===== config.mk =====
export PLATFORM = sky130hd
export DESIGN_NAME = wfi_timeout_trap
export DESIGN_NICKNAME = d
export VERILOG_FILES = /design/src/rtl/wfi_to_pkg.sv /design/src/rtl/wfi_to_arm.sv /design/src/rtl/wfi_to_timer.sv /design/src/rtl/wfi_to_fsm.sv /design/src/rtl/wfi_timeout_trap.sv
export SDC_FILE = /design/constraint.sdc
export NUM_CORES = 1
export LEC_CHECK = 0
export BUFFER_PORTS_ARGS = -buffer_cell sky130_fd_sc_hd__buf_2
export CORE_MARGIN = 1
export CORE_UTILIZATION = 44
export DETAILED_ROUTE_END_ITERATION = 16
export PLACE_DENSITY = 0.73
export SYNTH_ARGS = -nofsm -noshare
export SYNTH_HDL_FRONTEND = slang
export SYNTH_HIERARCHICAL = 1
export SYNTH_SLANG_ARGS = --single-unit

===== constraint.sdc =====
create_clock -name clk_i -period 2.85 [get_ports clk_i]
set_input_delay 0.4275 -clock clk_i [delete_from_list [all_inputs] [get_ports clk_i]]
set_output_delay 0.4275 -clock clk_i [all_outputs]
set_load 0.02 [all_outputs]

===== src/rtl/wfi_to_pkg.sv =====
package wfi_to_pkg;
  localparam logic [1:0] PRIV_USER       = 2'b00;
  localparam logic [1:0] PRIV_SUPERVISOR = 2'b01;
  localparam logic [1:0] PRIV_MACHINE    = 2'b11;

  typedef enum logic {
    ST_IDLE = 1'b0,
    ST_WAIT = 1'b1
  } wfi_state_e;

  typedef enum logic [1:0] {
    RES_NONE = 2'b00,
    RES_WAKE = 2'b01,
    RES_TRAP = 2'b10
  } wfi_result_e;
endpackage


===== src/rtl/wfi_to_arm.sv =====
module wfi_to_arm
  import wfi_to_pkg::*;
(
  input  logic       tw_i,
  input  logic [1:0] priv_i,
  output logic       arm_o
);
  // timeout applies only below machine mode
  assign arm_o = tw_i && (priv_i != PRIV_MACHINE);
endmodule


===== src/rtl/wfi_to_timer.sv =====
module wfi_to_timer #(
  parameter int unsigned CW = 8
) (
  input  logic          clk_i,
  input  logic          rst_ni,
  input  logic          load_i,
  input  logic [CW-1:0] lim_i,
  input  logic          run_i,
  output logic          zero_o,
  output logic          expire_o
);
  localparam int unsigned CW1 = CW + 1;

  logic [CW-1:0] cnt_q;
  logic [CW-1:0] lim_q;
  logic [CW1-1:0] cnt_nxt;

  assign zero_o  = (lim_i == '0);
  assign cnt_nxt = {1'b0, cnt_q} + CW1'(1);
  // expires on the edge that would make the count reach the bound
  assign expire_o = run_i && (cnt_nxt == {1'b0, lim_q});

  always_ff @(posedge clk_i or negedge rst_ni) begin
    if (!rst_ni) begin
      cnt_q <= '0;
      lim_q <= '0;
    end else if (load_i) begin
      cnt_q <= '0;
      lim_q <= lim_i;
    end else if (run_i && (cnt_q != lim_q)) begin
      cnt_q <= cnt_nxt[CW-1:0];
    end
  end
endmodule


===== src/rtl/wfi_to_fsm.sv =====
module wfi_to_fsm
  import wfi_to_pkg::*;
(
  input  logic clk_i,
  input  logic rst_ni,
  input  logic wfi_valid_i,
  input  logic wake_i,
  input  logic arm_i,
  input  logic lim_zero_i,
  input  logic expire_i,
  output logic load_o,
  output logic run_o,
  output logic sleep_o,
  output logic wake_o,
  output logic illegal_o
);
  wfi_state_e  state_q, state_d;
  logic        armed_q, armed_d;
  wfi_result_e res_q, res_d;

  always_comb begin
    state_d = state_q;
    armed_d = armed_q;
    res_d   = RES_NONE;
    load_o  = 1'b0;
    unique case (state_q)
      ST_IDLE: begin
        if (wfi_valid_i) begin
          if (arm_i && lim_zero_i) begin
            res_d = RES_TRAP;
          end else if (wake_i) begin
            res_d = RES_WAKE;
          end else begin
            state_d = ST_WAIT;
            armed_d = arm_i;
            load_o  = 1'b1;
          end
        end
      end
      ST_WAIT: begin
        // strobes are ignored here; wakeup beats expiry on the same edge
        if (wake_i) begin
          res_d   = RES_WAKE;
          state_d = ST_IDLE;
        end else if (armed_q && expire_i) begin
          res_d   = RES_TRAP;
          state_d = ST_IDLE;
        end
      end
      default: state_d = ST_IDLE;
    endcase
  end

  always_ff @(posedge clk_i or negedge rst_ni) begin
    if (!rst_ni) begin
      state_q <= ST_IDLE;
      armed_q <= 1'b0;
      res_q   <= RES_NONE;
    end else begin
      state_q <= state_d;
      armed_q <= armed_d;
      res_q   <= res_d;
    end
  end

  assign run_o     = (state_q == ST_WAIT) && armed_q;
  assign sleep_o   = (state_q == ST_WAIT);
  assign wake_o    = (res_q == RES_WAKE);
  assign illegal_o = (res_q == RES_TRAP);
endmodule


===== src/rtl/wfi_timeout_trap.sv =====
module wfi_timeout_trap #(
  parameter int unsigned CW = 8
) (
  input  logic          clk_i,
  input  logic          rst_ni,
  input  logic          wfi_valid_i,
  input  logic [1:0]    priv_i,
  input  logic          tw_i,
  input  logic          wake_i,
  input  logic [CW-1:0] limit_i,
  output logic          sleep_o,
  output logic          wake_o,
  output logic          illegal_o
);
  logic arm, lim_zero, expire, load, run;

  wfi_to_arm i_arm (
    .tw_i   (tw_i),
    .priv_i (priv_i),
    .arm_o  (arm)
  );

  wfi_to_timer #(.CW(CW)) i_timer (
    .clk_i    (clk_i),
    .rst_ni   (rst_ni),
    .load_i   (load),
    .lim_i    (limit_i),
    .run_i    (run),
    .zero_o   (lim_zero),
    .expire_o (expire)
  );

  wfi_to_fsm i_fsm (
    .clk_i       (clk_i),
    .rst_ni      (rst_ni),
    .wfi_valid_i (wfi_valid_i),
    .wake_i      (wake_i),
    .arm_i       (arm),
    .lim_zero_i  (lim_zero),
    .expire_i    (expire),
    .load_o      (load),
    .run_o       (run),
    .sleep_o     (sleep_o),
    .wake_o      (wake_o),
    .illegal_o   (illegal_o)
  );
endmodule


==> results of run 1 <==
## power breakdown
part / switching (mW) / total [mW] / internal, mW
combinational: 0.106 / 0.215 / 0.109
sequential: 0.0573 / 0.384 / 0.326
clock: 0.0942 / 0.236 / 0.142
## final cells by class
class | instances | share of cell area
Multi-Input combinational cell | 90 | 0.502
Tap cell | 30 | 0.0273
Clock inverter | 1 | 0.0219
Timing Repair Buffer | 18 | 0.0675
Clock buffer | 3 | 0.0164
Sequential cell | 20 | 0.365
## synthesized netlist by cell type
cell type | instances | area, um2
dfrtp_1 | 20 | 500
xnor2_1 | 9 | 78.8
mux2_2 | 8 | 90.1
nor2_1 | 8 | 30.0
xor2_1 | 8 | 70.1
nand2_1 | 7 | 26.3
o211ai_1 | 5 | 37.5
nor2b_1 | 4 | 25.0
or4_1 | 4 | 30.0
clkbuf_1 | 3 | 11.3
nand3_1 | 3 | 15.0
nor3_1 | 3 | 15.0
o21ai_0 | 3 | 15.0
a31oi_1 | 2 | 12.5
nor4b_1 | 2 | 17.5
o21a_1 | 2 | 15.0
a21boi_0 | 1 | 7.51
a21boi_2 | 1 | 11.3
a21oi_1 | 1 | 5.00
and2_2 | 1 | 7.51
and3_4 | 1 | 11.3
buf_4 | 1 | 7.51
ha_1 | 1 | 12.5
mux2i_1 | 1 | 10.0
nand2b_1 | 1 | 6.26
nand3_4 | 1 | 17.5
nand4_1 | 1 | 6.26
nand4_2 | 1 | 12.5
nand4b_1 | 1 | 8.76
nor4_1 | 1 | 6.26
o2111a_1 | 1 | 11.3
o211ai_2 | 1 | 12.5
o21ai_2 | 1 | 8.76
o221a_2 | 1 | 11.3
o22a_1 | 1 | 8.76
or2_2 | 1 | 6.26
or2b_1 | 1 | 7.51
or3b_1 | 1 | 8.76
or4b_4 | 1 | 13.8
## logic make-up (layout without fill, tap and decap cells)
group,count (synthesis),in the layout,share of synthesized area
simple gates,43,43,0.225
compound gates,20,20,0.129
xor+xnor,17,17,0.123
mux,9,9,0.0828
buf+inv,4,22,0.0155
flops,20,20,0.414
fa+ha+maj,1,1,0.0104
## path summary, 6_finish.rpt
kind                                  startpoint                to  slack (ps)  cells past startpoint
worst max-delay path               i_fsm/sleep_o  i_timer/lim_q[1]         470                      3
worst min-delay path                      rst_ni  i_timer/lim_q[7]          30                      1
worst max register to register     i_fsm/sleep_o  i_timer/lim_q[1]         470                      3
worst min register to register  i_timer/lim_q[0]  i_timer/lim_q[0]         550                      1
max in group asynchronous                 rst_ni  i_timer/lim_q[3]        2510                      1
min in group clk_i                    limit_i[7]  i_timer/lim_q[7]         350                      2
## sequential cells by signal, summed over array words and instances, names as in the netlist
signal         flops
i_timer/lim_q      8
i_timer/cnt_q      8
i_fsm/armed_q      1
i_fsm/res_q        2
i_fsm/sleep_o      1
## layer usage
layer | up-vias | routed length (um) | GRT usage
met2 | 28 | 1150 | 0.317
met3 | 6 | 95 | 0.0278
met1 | 443 | 1030 | 0.238
li1 | 456 | - | -
met4 | 0 | 53 | 0.0897
met5 | - | 0 | 0
## critical path: cells and delay by family, from the launching register on
kind	cells	cell delay, ps
simple gates	1	400
compound gates	1	950
mux	1	430
flops	1	480
## stage by stage
| stage | instances | instance area (um2) | hold WS [ps] | setup slack [ps] | power [mW] |
|---|---|---|---|---|---|
| floorplan | 114 | 1210 | 132 | 773 | 0.541 |
| detailed placement | 158 | 1320 | 398 | 389 | 0.603 |
| finish | 162 | 1370 | 32.4 | 473 | 0.835 |
| global route | 162 | 1370 | 53.7 | 351 | 0.881 |
| global placement | 158 | 1320 | 391 | 437 | 0.589 |
| CTS | 162 | 1370 | 47.4 | 500 | 0.839 |
==> impl_metrics.env, run 1 <==
export IMPL_area_delta_synth_final_pct=13.6
export IMPL_cts_tree="yes"
export IMPL_drc=0
export IMPL_hpwl_um=1820
export IMPL_cp_data_required_time_ps=3050
export IMPL_cts_resized=0
export IMPL_core_area_um2=2540
export IMPL_grt_usage=0.190
export IMPL_io_buffers=17
export IMPL_diodes=0
export IMPL_synth_avg_cell_area_um2=10.6
export IMPL_cts_setup_buffers=0
export IMPL_start_util=0.475
export IMPL_criticalPathCategory="flip-flop to flip-flop"
export IMPL_clk_pin_slew_ps=130
export IMPL_syn_inst=114
export IMPL_register_area_um2=500
export IMPL_post_route_period_util=0.834
export IMPL_setup_violations=0
export IMPL_power_density_nw_per_um2=608
export IMPL_synth_seq_cells=20
export IMPL_antenna_found_initial=0
export IMPL_htree_num_levels=1
export IMPL_drtAntennaViolNets=0
export IMPL_hold_viol_final=0
export IMPL_final_cell_mix="dfrtp_1 (20), buf_2 (17), xnor2_1 (9)"
export IMPL_rsz0062_at_grt="false"
export IMPL_period_needed_ps=2380
export IMPL_postRouteWirelength_um=2330
export IMPL_grt_pass1_vias=883
export IMPL_crit_path_end_kind="flip-flop"
export IMPL_io_pins=18
export IMPL_worstHoldPathType="input port to asynchronous set/reset pin"
export IMPL_crit_fanout=16
export IMPL_cp_start_kind="flip-flop"
export IMPL_drt_iter0_drc=13
export IMPL_final_common_cell="dfrtp_1"
export IMPL_drv_slew=0
export IMPL_fin_worst_skew_ps=13.1
export IMPL_holdBufCountCts=0
export IMPL_multi_input_area_um2=689
export IMPL_cap_violations=0
export IMPL_cts_sinks=20
export IMPL_vias=933
export IMPL_grt_pass1_wl_um=3900
export IMPL_leakage_nw=0.578
export IMPL_yosysSeqAreaShare=0.414
export IMPL_fillers=236
export IMPL_relSlewSlack=0.171
export IMPL_nets=149
export IMPL_dieWidth_um=54.4
export IMPL_cts_inserted_buffers=3
export IMPL_place_gp_congestion=0.825
export IMPL_cpPeakStageDelay_ps=950
export IMPL_synthesis_area_um2=1210
export IMPL_synth_fp_nets=130
export IMPL_fp_dieArea_um2=2960
export IMPL_crit_slowest_cell="a21oi_1"
export IMPL_first_pass_iters=4
export IMPL_clockBufferDepth=2
export IMPL_tns_ps=0
export IMPL_via_per_inst=5.76
export IMPL_drive_gt1_frac=0.303
export IMPL_rows=18
export IMPL_ir_drop_mv=0.476
export IMPL_cts_root_buf="clkbuf_4"
export IMPL_clk_insertion_delay_late_ps=310
export IMPL_max_freq_mhz=421
export IMPL_status="complete, no violations"
export IMPL_arrival_ps=2580
export IMPL_die_y_um=54.4
export IMPL_grt_max_degree=21
export IMPL_synth_warnings=6
export IMPL_cp_cell_sequence="or3b_1, a21oi_1, mux2_2"
export IMPL_post_drt_wl_per_cell_um=14.4
export IMPL_synth_cell_type_count=39
export IMPL_grt_overflow=0
export IMPL_final_core_util=0.539
export IMPL_tightest_slew_ps=1240
No activity file was read; power rests on OpenSTA's default activity.
==> inputs of run 2 (changes only) <==
- PLACE_DENSITY: 0.73 -> 0.76
- clock period: 2.85 -> 2 ns (I/O delays scaled with it)
==> impl_metrics.env, run 2 (synthesis gave the netlist of run 1 again) <==
export IMPL_setup_ws_ps=40.6
export IMPL_tns_ps=0
export IMPL_cp_start_kind="flip-flop"
export IMPL_grt_overflow=0
export IMPL_final_common_cell="dfrtp_1"
export IMPL_drc=0
export IMPL_arrival_ps=2160
export IMPL_grt_busiest_layer="met2"
export IMPL_largestRegisters="i_timer/cnt_q (8), i_timer/lim_q (8), i_fsm/res_q (2)"
export IMPL_worstHoldPathType="input port to flip-flop"
export IMPL_hold_depth=2
export IMPL_drtAntennaViolNets=0
export IMPL_final_core_util=0.559
export IMPL_place_gp_congestion=0.831
export IMPL_regToRegSetupSlack_ps=40
export IMPL_grt_pass1_wl_um=4180
export IMPL_antenna_found_initial=0
export IMPL_cp_data_required_time_ps=2200
export IMPL_grtUsageMet2=0.313
export IMPL_total_power_mw=1.09
export IMPL_place_ws_ps=54.9
export IMPL_status="complete, no violations"
export IMPL_htree_num_levels=1
export IMPL_postRouteWirelength_um=2580
export IMPL_design_area_um2=1420
export IMPL_io_pins=18
export IMPL_crit_path_end_kind="flip-flop"
export IMPL_ir_drop_mv=0.668
export IMPL_fin_worst_skew_ps=2.40
export IMPL_clk_pin_slew_ps=110
export IMPL_relSlewSlack=0.703
export IMPL_use_met1=0.258
export IMPL_regToRegStartpoint="i_timer/cnt_q[1]"
export IMPL_drv_slew=0
export IMPL_drive_gt1_frac=0.350
export IMPL_period_needed_ps=1960
export IMPL_core_area_um2=2540
export IMPL_cap_violations=0
export IMPL_first_pass_iters=4
export IMPL_setup_violations=0
export IMPL_cpPeakStageDelay_ps=530
export IMPL_power_density_nw_per_um2=769
export IMPL_cts_inserted_buffers=3
export IMPL_start_util=0.475
export IMPL_rows=18
export IMPL_clk_insertion_delay_late_ps=300
export IMPL_grt_usage=0.200
export IMPL_grt_pass1_vias=936
export IMPL_hpwl_um=1920
export IMPL_post_drt_wl_per_cell_um=15.2
export IMPL_criticalPathCategory="flip-flop to flip-flop"
export IMPL_reg2reg_to="i_fsm/sleep_o"
export IMPL_vias=1000
export IMPL_via_per_inst=5.88
export IMPL_crit_fanout=5
export IMPL_drt_iter0_drc=46
export IMPL_hp_start="limit_i[6]"
export IMPL_crit_slowest_cell="or4b_4"
export IMPL_r2r_worst_path_cells=8
export IMPL_post_route_period_util=0.980
export IMPL_max_freq_mhz=510
export IMPL_hold_viol_final=0
export IMPL_cts_sinks=20
export IMPL_die_y_um=54.4
export IMPL_tightest_slew_ps=445
export IMPL_diodes=0
export IMPL_area_delta_synth_final_pct=17.6
export IMPL_cp_cell_sequence="ha_2, and3_4, nand3_4, or4b_4, o211ai_2, o2111a_1, a31oi_1, o21a_1"
export IMPL_fp_dieArea_um2=2960
export IMPL_cts_tree="yes"
export IMPL_dieWidth_um=54.4
export IMPL_final_cell_mix="dfrtp_1 (20), buf_2 (17), buf_4 (9), xnor2_1 (9)"
export IMPL_rsz0062_at_grt="true"
export IMPL_leakage_nw=0.607
export IMPL_cts_root_buf="clkbuf_4"
export IMPL_grt_use_met3=0.0111
export IMPL_placed_area_um2=1370
export IMPL_grt_max_degree=21
export IMPL_clockBufferDepth=2
export IMPL_nets=158
export IMPL_io_buffers=17
export IMPL_hold_path_end="i_timer/lim_q[6]"
-- run 2: cell types whose count changed in the layout (fill, tap and decap cells not counted) --
cell	delta
nor4b_1	-1
bufinv_16	-1
o21ai_0	-1
nor4b_2	+1
ha_1	-1
o21ai_1	+1
dlygate4sd3_1	+1
ha_2	+1
buf_4	+8
-- run 2: power breakdown --
| group | total, mW | internal (mW) | switching, mW |
|---|---|---|---|
| clock network | 0.191 | 0.0704 | 0.120 |
| logic | 0.377 | 0.193 | 0.184 |
| registers | 0.525 | 0.465 | 0.0598 |
-- run 2: worst max-delay path by stage --
stage               slack, ps          endpoint  depth (start not counted)              from
global route              -60     i_fsm/sleep_o                          7  i_timer/cnt_q[2]
finish                     40     i_fsm/sleep_o                          8  i_timer/cnt_q[1]
CTS                        20     i_fsm/sleep_o                          7  i_timer/cnt_q[2]
floorplan                  20  i_timer/lim_q[3]                          5     i_fsm/sleep_o
detailed placement         50     i_fsm/sleep_o                          7  i_timer/cnt_q[2]
global placement           50  i_timer/cnt_q[3]                          6        limit_i[1]
-- run 2: final cells by class --
cell class	instances	area (um2)
flip-flops and latches	20	500
multi-input cells	90	698
well taps	30	37.5
repair buffers	27	163
clock buffers	3	22.5
fillers	212	1120
-- run 2: what timing repair did --
action                                  4_1_cts  5_1_grt
gates resized for setup                       0        3
buffers inserted                              0        1
hold buffers                                  1        0
endpoints found under the setup margin        0        2
hold endpoints to repair                     20        0
-- run 2: per-layer routing --
| layer | part of all wire | vias up |
|---|---|---|
| met2 | 0.50 | 38 |
| met5 | 0 | - |
| met4 | 0.034 | 0 |
| met1 | 0.42 | 473 |
| li1 | - | 476 |
| met3 | 0.046 | 13 |
-- run 2: worst max-delay path: cells and delay by family (launching register included) --
kind	cells	cell delay, ps
and+or+nand+nor	3	820
DFF	1	380
adders and majority gates	1	190
AOI/OAI and AO/OA	4	480
-- run 2: metrics by stage --
stage                     hold slack, ps  std cells
after global routing                 238        170
after global placement               260        165
after detailed placement             270        165
after CTS                            227        169
after floorplan                     4.41        114
final                                235        170
==> inputs of run 3 (changes only) <==
- ABC_AREA: not set -> 1
- PLACE_DENSITY: 0.76 -> 0.75
==> impl_metrics.env, run 3 <==
export IMPL_critPathLaunch="i_timer/cnt_q[0]"
export IMPL_synth_fp_nets=215
export IMPL_wl_met3_um=109
export IMPL_largestRegisters="i_timer/cnt_q (8), i_timer/lim_q (8), i_fsm/res_q (2)"
export IMPL_tightest_slew_ps=452
export IMPL_grt_overflow=0
export IMPL_cts_root_buf="clkbuf_4"
export IMPL_yosysMostFrequentCell="nand2_1"
export IMPL_via_per_inst=5.03
export IMPL_io_pins=18
export IMPL_fillers=281
export IMPL_worstHoldPathType="input port to flip-flop"
export IMPL_criticalPathCategory="flip-flop to flip-flop"
export IMPL_cpPeakStageDelay_ps=400
export IMPL_drive_gt1_frac=0.159
export IMPL_synthTopCellsByArea="dfrtp_1 (37%), nand2_1 (19%), inv_1 (7.9%)"
export IMPL_drt_iter0_drc=45
export IMPL_arrival_ps=1840
export IMPL_yosysTopAreaCellShare=0.374
export IMPL_leakage_nw=0.824
export IMPL_total_power_mw=1.19
export IMPL_cp_data_required_time_ps=2220
export IMPL_tns_ps=0
export IMPL_post_route_period_util=0.813
export IMPL_synth_top_cell_by_area="dfrtp_1"
export IMPL_clockBufferDepth=2
export IMPL_max_freq_mhz=615
export IMPL_start_util=0.473
export IMPL_highest_layer="met4"
export IMPL_hp_start="limit_i[1]"
export IMPL_synth_main_ff_cell="dfrtp_1"
export IMPL_holdBufCountCts=1
export IMPL_cts_sinks=20
export IMPL_diodes=0
export IMPL_place_ws_ps=133
export IMPL_crit_fanout=3
export IMPL_synth_warnings=6
export IMPL_htree_num_levels=1
export IMPL_crit_slowest_cell="dfrtp_1"
export IMPL_clk_pin_slew_ps=130
export IMPL_io_buffers=17
export IMPL_synth_seq_cells=20
export IMPL_setup_violations=0
export IMPL_die_y_um=57.2
export IMPL_ir_drop_mv=0.400
export IMPL_final_common_cell="nand2_1"
export IMPL_synth_avg_cell_area_um2=6.73
export IMPL_nets=237
export IMPL_rows=19
export IMPL_cp_cell_sequence="ha_1, nand2_1, inv_1, o21ai_0, nand2_1, nor2_1, nand3_1, nor2_1, nand2_1, nand3_1, o21ai_1"
export IMPL_grt_max_degree=21
export IMPL_clk_insertion_delay_late_ps=310
export IMPL_cts_inserted_buffers=3
export IMPL_relSlewSlack=0.699
export IMPL_final_cell_mix="nand2_1 (69), inv_1 (28), dfrtp_1 (20), nand3_1 (18)"
export IMPL_rsz0062_at_grt="false"
export IMPL_regToRegStartpoint="i_timer/cnt_q[0]"
export IMPL_hpwl_um=2210
export IMPL_drtAntennaViolNets=0
export IMPL_cp_common_cell="nand2_1"
export IMPL_cap_violations=0
export IMPL_cp_start_kind="flip-flop"
export IMPL_period_needed_ps=1630
export IMPL_syn_inst=199
export IMPL_vias=1262
export IMPL_m1WireLength_um=1390
export IMPL_place_gp_congestion=0.806
export IMPL_first_pass_iters=4
export IMPL_cts_setup_buffers=0
export IMPL_synthArstFlopShare=1.00
export IMPL_post_drt_wl_per_cell_um=11.3
export IMPL_postRouteWirelength_um=2850
export IMPL_setup_ws_ps=375
export IMPL_dieWidth_um=57.2
export IMPL_area_delta_synth_final_pct=13.5
export IMPL_critPathTopFamily="simple AND/OR/NAND/NOR gates"
export IMPL_status="complete, no violations"
export IMPL_cts_tree="yes"
export IMPL_hold_viol_final=0
export IMPL_grt_pass1_wl_um=4910
export IMPL_synthesis_area_um2=1340
export IMPL_yosysSeqAreaShare=0.374
export IMPL_fin_worst_skew_ps=4.62
export IMPL_cts_resized=0
export IMPL_crit_path_end_kind="flip-flop"
export IMPL_power_density_nw_per_um2=780
export IMPL_grt_pass1_vias=1146
export IMPL_synthTopCellsByCount="nand2_1 (69), inv_1 (28), dfrtp_1 (20)"
export IMPL_drv_slew=0
export IMPL_synth_cell_type_count=26
export IMPL_antenna_found_initial=0
export IMPL_wl_met2_um=1290
export IMPL_synth_edff_count=0
export IMPL_path_buf_inv=1
export IMPL_grt_usage=0.195
export IMPL_drc=0
export IMPL_core_area_um2=2830
export IMPL_fp_dieArea_um2=3270
-- run 3: final timing paths --
| check | cells past startpoint | to | slack, ps |
|---|---|---|---|
| min | 3 | i_timer/lim_q[1] | 210 |
| min reg2reg | 2 | i_timer/lim_q[3] | 570 |
| min in group asynchronous | 2 | i_timer/cnt_q[2] | 440 |
| max in group asynchronous | 2 | i_timer/lim_q[5] | 1240 |
| max | 11 | i_fsm/sleep_o | 370 |
| max reg2reg | 11 | i_fsm/sleep_o | 370 |
-- run 3: layout make-up --
type,instances,area (um2),area share
clock inverters,1,30.0,0.0198
clock buffers,3,22.5,0.0148
repair buffers,22,125,0.0824
multi-input cells,144,689,0.454
well taps,31,38.8,0.0255
flip-flops and latches,20,500,0.329
inverters,30,113,0.0741
-- run 3: routing by layer --
metal | GRT usage | vias up
met5 | 0 | -
met2 | 0.316 | 32
li1 | - | 672
met1 | 0.266 | 552
met4 | 0.0836 | 0
met3 | 0.0227 | 6
-- run 3: logic make-up after synthesis --
| group | synth area share |
|---|---|
| adder cells (fa/ha/maj) | 0.00934 |
| AO/OA/AOI/OAI | 0.0701 |
| flip-flops | 0.374 |
| XOR/XNOR | 0.0262 |
| buffers and inverters | 0.111 |
| AND/OR/NAND/NOR | 0.409 |
-- run 3: metrics by stage --
stage / utilization / instance area (um2) / hold slack [ps] / std cells
6_report: 0.537 / 1520 / 207 / 251
5_1_grt: 0.537 / 1520 / 213 / 251
4_1_cts: 0.537 / 1520 / 198 / 251
3_5_place_dp: 0.515 / 1460 / 273 / 246
3_3_place_gp: 0.515 / 1460 / 269 / 246
2_1_floorplan: - / 1340 / 4.41 / 199
-- run 3: report_power, final --
part	switching [mW]	internal, mW
combinational	0.219	0.131
sequential	0.0349	0.458
clock	0.140	0.203
-- run 3: worst min-delay path, cell delays in order --
cell and delay, ps:
buf_2 90, nand2_1 40, o21ai_0 60
